### config.mk
export PLATFORM = sky130hd
export DESIGN_NAME = sinc3_decim
export DESIGN_NICKNAME = d
export VERILOG_FILES = /design/src/rtl/sinc3_pkg.sv /design/src/rtl/sinc3_integ.sv /design/src/rtl/sinc3_count.sv /design/src/rtl/sinc3_comb.sv /design/src/rtl/sinc3_decim.sv
export SDC_FILE = /design/constraint.sdc
export NUM_CORES = 1
export LEC_CHECK = 0
export ABC_AREA = 1
export BUFFER_PORTS_ARGS = -buffer_cell sky130_fd_sc_hd__buf_2
export CAP_MARGIN = 15
export CORE_AREA = 2 2 226 228
export CTS_CLUSTER_SIZE = 16
export DETAILED_ROUTE_END_ITERATION = 8
export DIE_AREA = 0 0 228 230
export GPL_ROUTABILITY_DRIVEN = 0
export HOLD_SLACK_MARGIN = 0.12
export SLEW_MARGIN = 20
export SYNTH_ARGS = -nofsm -noshare
export SYNTH_HDL_FRONTEND = slang
export SYNTH_SLANG_ARGS = --single-unit
### constraint.sdc
create_clock -name clk -period 8.9 [get_ports clk]
set_clock_uncertainty 0.1 [all_clocks]
set_input_delay 0.89 -clock clk [delete_from_list [all_inputs] [get_ports clk]]
set_output_delay 0.89 -clock clk [all_outputs]
set_load 0.01 [all_outputs]
### src/rtl/sinc3_pkg.sv
package sinc3_pkg;

    localparam int LOG_W = 4;

    // ratio code to log2(OSR), clamped at the largest supported ratio
    function automatic logic [LOG_W-1:0] code_to_log2(input logic [2:0] code,
                                                      input int lmin,
                                                      input int lmax);
        int t;
        t = lmin + int'(code);
        if (t > lmax) t = lmax;
        return LOG_W'(t);
    endfunction

endpackage

### src/rtl/sinc3_integ.sv
module sinc3_integ #(
    parameter int ACC_W = 26
) (
    input  logic             clk,
    input  logic             rst_n,
    input  logic             flush,
    input  logic             smp_ok,
    input  logic             smp_bit,
    output logic [ACC_W-1:0] acc3_next
);
    localparam int STAGES = 3;

    typedef struct packed {
        logic [STAGES-1:0][ACC_W-1:0] acc;
    } integ_t;

    integ_t s_d, s_q;

    always_comb begin
        s_d = s_q;
        if (flush) begin
            s_d = '0;
        end else if (smp_ok) begin
            s_d.acc[0] = s_q.acc[0] + (smp_bit ? ACC_W'(1) : {ACC_W{1'b1}});
            for (int k = 1; k < STAGES; k++) begin
                s_d.acc[k] = s_q.acc[k] + s_q.acc[k-1];
            end
        end
    end

    assign acc3_next = s_d.acc[STAGES-1];

    always_ff @(posedge clk or negedge rst_n) begin
        if (!rst_n) s_q <= '0;
        else        s_q <= s_d;
    end

    // no accepted sample and no flush leaves the accumulators untouched
    assert_integ_hold_R3: assert property (@(posedge clk) disable iff (!rst_n)
        (!smp_ok && !flush) |=> $stable(s_q));

endmodule

### src/rtl/sinc3_count.sv
module sinc3_count #(
    parameter int LMAX  = 8,
    parameter int LOG_W = 4
) (
    input  logic             clk,
    input  logic             rst_n,
    input  logic             flush,
    input  logic             smp_ok,
    input  logic [LOG_W-1:0] log2_osr,
    output logic             fire
);
    typedef struct packed {
        logic [LMAX-1:0] cnt;
    } cnt_t;

    cnt_t s_d, s_q;
    logic [LMAX-1:0] limit;

    always_comb begin
        limit = LMAX'((32'd1 << log2_osr) - 32'd1);
        fire  = smp_ok && !flush && (s_q.cnt == limit);
        s_d   = s_q;
        if (flush)       s_d.cnt = '0;
        else if (fire)   s_d.cnt = '0;
        else if (smp_ok) s_d.cnt = s_q.cnt + 1'b1;
    end

    always_ff @(posedge clk or negedge rst_n) begin
        if (!rst_n) s_q <= '0;
        else        s_q <= s_d;
    end

    // the sample position never runs past the current ratio
    assert_cnt_bound_R3: assert property (@(posedge clk) disable iff (!rst_n)
        s_q.cnt <= limit);

endmodule

### src/rtl/sinc3_comb.sv
module sinc3_comb #(
    parameter int ACC_W = 26,
    parameter int OUT_W = 16,
    parameter int LOG_W = 4
) (
    input  logic             clk,
    input  logic             rst_n,
    input  logic             flush,
    input  logic             fire,
    input  logic [ACC_W-1:0] din,
    input  logic [LOG_W-1:0] log2_osr,
    output logic [OUT_W-1:0] word,
    output logic             word_valid,
    output logic             settled
);
    localparam int STAGES = 3;
    localparam int WW     = ACC_W + OUT_W;
    localparam logic signed [WW-1:0] MAXV = WW'((64'sd1 <<< (OUT_W-1)) - 1);
    localparam logic signed [WW-1:0] MINV = -MAXV - 1;

    typedef struct packed {
        logic [STAGES-1:0][ACC_W-1:0] dly;
        logic [OUT_W-1:0]             word;
        logic                         valid;
        logic [1:0]                   nwords;
        logic                         settled;
    } comb_t;

    comb_t s_d, s_q;
    logic [ACC_W-1:0]     raw;
    logic signed [WW-1:0] ext, shifted;
    int                   sh;

    always_comb begin
        logic [ACC_W-1:0] stage;
        s_d       = s_q;
        s_d.valid = 1'b0;
        stage     = din;
        for (int k = 0; k < STAGES; k++) begin
            s_d.dly[k] = stage;
            stage      = stage - s_q.dly[k];
        end
        raw = stage;

        ext = {{OUT_W{raw[ACC_W-1]}}, raw};
        sh  = STAGES * int'(log2_osr) - (OUT_W - 1);
        if (sh >= 0) shifted = ext >>> sh;
        else         shifted = ext <<< (-sh);

        if (flush) begin
            s_d = '0;
        end else if (fire) begin
            if (shifted > MAXV)      s_d.word = MAXV[OUT_W-1:0];
            else if (shifted < MINV) s_d.word = MINV[OUT_W-1:0];
            else                     s_d.word = shifted[OUT_W-1:0];
            s_d.valid   = 1'b1;
            s_d.nwords  = (s_q.nwords == 2'd3) ? 2'd3 : s_q.nwords + 2'd1;
            s_d.settled = (s_d.nwords == 2'd3);
        end else begin
            s_d.dly = s_q.dly;
        end
    end

    always_ff @(posedge clk or negedge rst_n) begin
        if (!rst_n) s_q <= '0;
        else        s_q <= s_d;
    end

    assign word       = s_q.word;
    assign word_valid = s_q.valid;
    assign settled    = s_q.settled;

    // a flush leaves neither a pending word nor the settled flag
    assert_flush_clears_R6: assert property (@(posedge clk) disable iff (!rst_n)
        flush |=> (!s_q.valid && !s_q.settled));

    // settling is only ever announced together with a word
    assert_settle_on_word_R7: assert property (@(posedge clk) disable iff (!rst_n)
        $rose(s_q.settled) |-> s_q.valid);

    // a word strobe never lasts two cycles
    assert_valid_pulse_R3: assert property (@(posedge clk) disable iff (!rst_n)
        s_q.valid |=> !s_q.valid);

endmodule

### src/rtl/sinc3_decim.sv
module sinc3_decim #(
    parameter int LMIN  = 4,
    parameter int LMAX  = 8,
    parameter int OUT_W = 16
) (
    input  logic             clk,
    input  logic             rst_n,
    input  logic             bit_in,
    input  logic             bit_valid,
    input  logic [2:0]       osr_code,
    output logic [OUT_W-1:0] word_out,
    output logic             word_valid,
    output logic             settled
);
    import sinc3_pkg::*;

    localparam int ACC_W = 2 + 3 * LMAX;

    typedef struct packed {
        logic [LOG_W-1:0] log2_osr;
    } top_t;

    top_t s_d, s_q;
    logic flush, smp_ok, fire;
    logic [ACC_W-1:0] acc3_next;

    always_comb begin
        s_d.log2_osr = code_to_log2(osr_code, LMIN, LMAX);
        flush        = (s_d.log2_osr != s_q.log2_osr);
        smp_ok       = bit_valid && !flush;
    end

    always_ff @(posedge clk or negedge rst_n) begin
        if (!rst_n) s_q.log2_osr <= LOG_W'(LMIN);
        else        s_q <= s_d;
    end

    sinc3_integ #(.ACC_W(ACC_W)) integ_i (
        .clk       (clk),
        .rst_n     (rst_n),
        .flush     (flush),
        .smp_ok    (smp_ok),
        .smp_bit   (bit_in),
        .acc3_next (acc3_next)
    );

    sinc3_count #(.LMAX(LMAX), .LOG_W(LOG_W)) count_i (
        .clk      (clk),
        .rst_n    (rst_n),
        .flush    (flush),
        .smp_ok   (smp_ok),
        .log2_osr (s_q.log2_osr),
        .fire     (fire)
    );

    sinc3_comb #(.ACC_W(ACC_W), .OUT_W(OUT_W), .LOG_W(LOG_W)) comb_i (
        .clk        (clk),
        .rst_n      (rst_n),
        .flush      (flush),
        .fire       (fire),
        .din        (acc3_next),
        .log2_osr   (s_q.log2_osr),
        .word       (word_out),
        .word_valid (word_valid),
        .settled    (settled)
    );

    // a ratio change is never followed by a word in the next cycle
    assert_change_no_word_R6: assert property (@(posedge clk) disable iff (!rst_n)
        flush |=> !word_valid);

    // the held ratio always lies in the supported range
    assert_ratio_range_R4: assert property (@(posedge clk) disable iff (!rst_n)
        (s_q.log2_osr >= LOG_W'(LMIN)) && (s_q.log2_osr <= LOG_W'(LMAX)));

endmodule

==> flow_metrics.tcl <==
set metrics [dict create \
    critPathLaunch "integ_i.s_q[28]" \
    cts_root_buf "clkbuf_16" \
    yosys.area_share.simple 0.283 \
    synth_top_family_by_area "simple AND/OR/NAND/NOR gates" \
    cts_tree "yes" \
    die_x_um 228 \
    insertion_delay_ns 0.47 \
    synth_area_um2 18300 \
    yosys_warnings 0 \
    wirelength_um 52500 \
    synth_edf_count 0 \
    areaGrowthSynthToFinish_pct 25.5 \
    critical_path_arrival_ns 8.88 \
    antenna_found_initial 0 \
    grt_start_max_net_pins 132 \
    hold_violations 0 \
    synthAdderAreaFrac 0.120 \
    antenna_cells 0 \
    crit_family "simple AND/OR/NAND/NOR gates" \
    hold_class "in2async" \
    status "completed" \
    cts_htree_levels 4 \
    yosysSeqAreaShare 0.257 \
    synth_cell_types 64 \
    cp_slowest_cell "dfrtp_1" \
    fin_tns_setup_ns 0 \
    cellLeakagePower_nw 11.4 \
    synth_area_per_cell_um2 6.68 \
    drt_iter0_markers 1488 \
    synth_flop_cell "dfrtp_1" \
    grt_pass1_wl_um 85800 \
    overflow 0 \
    route.detailed.drc 0 \
    fp.dieH_um 230 \
    dr.pass1.iters 6 \
    synthXorXnorAreaFrac 0.0581 \
    cts_buffer_depth 2 \
    setup_viol 0 \
    synth.area.mux_share 0.00164 \
    path_common_cell "nand2_1" \
    synthCells 2744 \
    ioPinCount 25 \
    ant_nets 0 \
    synthArstFlopShare 1.00 \
    rr_startpoint "integ_i.s_q[28]" \
    drive_gt1_frac 0.224 \
    startpoint_type "flip-flop" \
    cp_num_buf_inv 9 \
    yosys.area.top_type_share 0.255 \
    required_ns 9.19 \
    drv_slew 0 \
    core_area_um2 49900 \
    wl_per_cell_um 14.5 \
    die_area_um2 52400 \
    relSlewSlack 0.290 \
    post_layout_nonfiller_instances 3626 \
    end_kind "flip-flop" \
    synth_seq_cells 188 \
    place_hpwl_um 38300 \
    fmax_mhz 116 \
    io_buffers 24 \
    synth_area_leaders "dfrtp_1 26%, nand2_1 15%, ha_1 11%, o21ai_0 7.1%, nand3_1 6.7%" \
    cap_violations 0 \
    yosys.area.top_type "dfrtp_1" \
    tightest_slew_ns 1.06 \
    rows 82 \
    drt-vias-per-instance 5.18 \
    cp_max_fo 7 \
    cts_sinks 188 \
    peakVddDrop_v 0.000151 \
    slowest_delay_ns 0.42 \
    synth.net_count 2923 \
    grt_pass1_vias 17800 \
    cts_buffers 17 \
    final.min_clock_period_ns 8.58 \
    crit_type "reg2reg" \
    finalCritPeriodShare 0.965 \
    clkTransAtPathRegs_ns 0.07 \
    grt_usage 0.193 \
    placed_cells 3555 \
    vias 18800 \
    synth_compound_area_frac 0.186 \
    p_per_area_nw_per_um2 183 \
    rsz0062_at_grt "true" \
    initial_core_util 0.368 \
    fin_nets 3121 \
    fillers 5005 \
]
## where the power goes
group | internal [mW] | switching (mW)
combinational | 1.02 | 1.56
clock | 0.403 | 0.360
sequential | 0.860 | 0.00658
## metrics by stage
stage | power (mW) | util | hold slack [ns] | worst slack [ns] | area [um2]
CTS | 3.73 | 0.423 | 0.383 | 0.0150 | 21100
finish | 4.21 | 0.462 | 0.193 | 0.315 | 23000
global placement | 2.91 | 0.411 | 0.360 | -0.404 | 20500
detailed placement | 2.93 | 0.411 | 0.365 | -0.452 | 20500
floorplan | 2.23 | - | 0.350 | 0.563 | 18300
global route | 4.50 | 0.462 | 0.208 | -0.357 | 23000
## flip-flops by register name, summed over array words and instances (netlist names)
register	count
comb_i.s_q	80
integ_i.s_q	78
comb_i.word	16
count_i.s_q	8
s_q	4
comb_i.settled	1
comb_i.word_valid	1
## worst paths after layout
check,slack (ns),cells past startpoint,endpoint
max,0.32,60,comb_i.word[10]
min,0.19,1,integ_i.s_q[3]
max reg2reg,0.32,60,comb_i.word[10]
min reg2reg,0.38,2,comb_i.word[9]
max in group asynchronous,7.39,2,comb_i.s_q[97]
min in group clk,0.38,2,comb_i.word[9]
## area by class of cell
cell class	instances	area (um2)	share of cell area
clock inverter	11	113	0.00489
timing repair buffer	289	2170	0.0943
sequential	188	4710	0.205
multi-input combinational	2132	13500	0.589
inverter	314	1180	0.0512
tap	672	841	0.0365
clock buffer	20	457	0.0198
## cells by family after synthesis
group / after synthesis
compound gates: 613
xor+xnor: 120
fa+ha+maj: 172
buf+inv: 429
flops: 188
mux: 3
simple gates: 1219
## per-layer routing
layer / vias to the layer above / track usage / wire length, um
met2: 447 / 0.312 / 24000
met5: - / 0 / 0
met1: 8742 / 0.268 / 25000
met4: 0 / 0.0551 / 1230
li1: 9522 / - / -
met3: 79 / 0.0252 / 2260
## cells in the final DEF, fill, tap and decap left out, types with 22 or more instances in the layout
cell type / synthesis / routed
nand3_1: 244 / 179
a21oi_2: 1 / 33
buf_2: 17 / 23
o21ai_1: 25 / 42
xnor2_1: 38 / 33
dfrtp_1: 187 / 186
ha_1: 165 / 138
inv_2: 13 / 23
nand3_2: 12 / 69
xor2_1: 80 / 65
ha_4: 0 / 23
nand2_2: 9 / 51
inv_1: 297 / 287
o211ai_1: 22 / 22
nor2_1: 147 / 135
nand2_1: 730 / 681
buf_4: 19 / 258
a21oi_1: 189 / 151
o21ai_0: 260 / 221
## repair_timing
item,4_1_cts,5_1_grt
pin swaps,1,144
hold buffers,0,0
setup endpoints to repair,15,16
resized for setup,9,353
setup buffers,0,34
gates cloned,1,4
## Yosys cell counts (all sizes together), types with 2 or more instances
cell type,instances
nand4,21
nor3,13
o221ai,2
a22o,3
a21o,5
a21oi,191
a31oi,22
nand3,257
a22oi,2
a21boi,15
o22ai,21
dfrtp,187
or2,22
o211ai,22
and2,3
o21ai,287
xnor2,38
clkbuf,63
clkinv,4
fa,7
inv,310
nor4,3
mux2i,3
nand2,739
a211o,2
o21a,4
a32o,3
nor3b,2
o31ai,11
xor2,82
a211oi,8
o21bai,10
buf,52
ha,165
nor2,156
(Power assumes the default switching activity.)
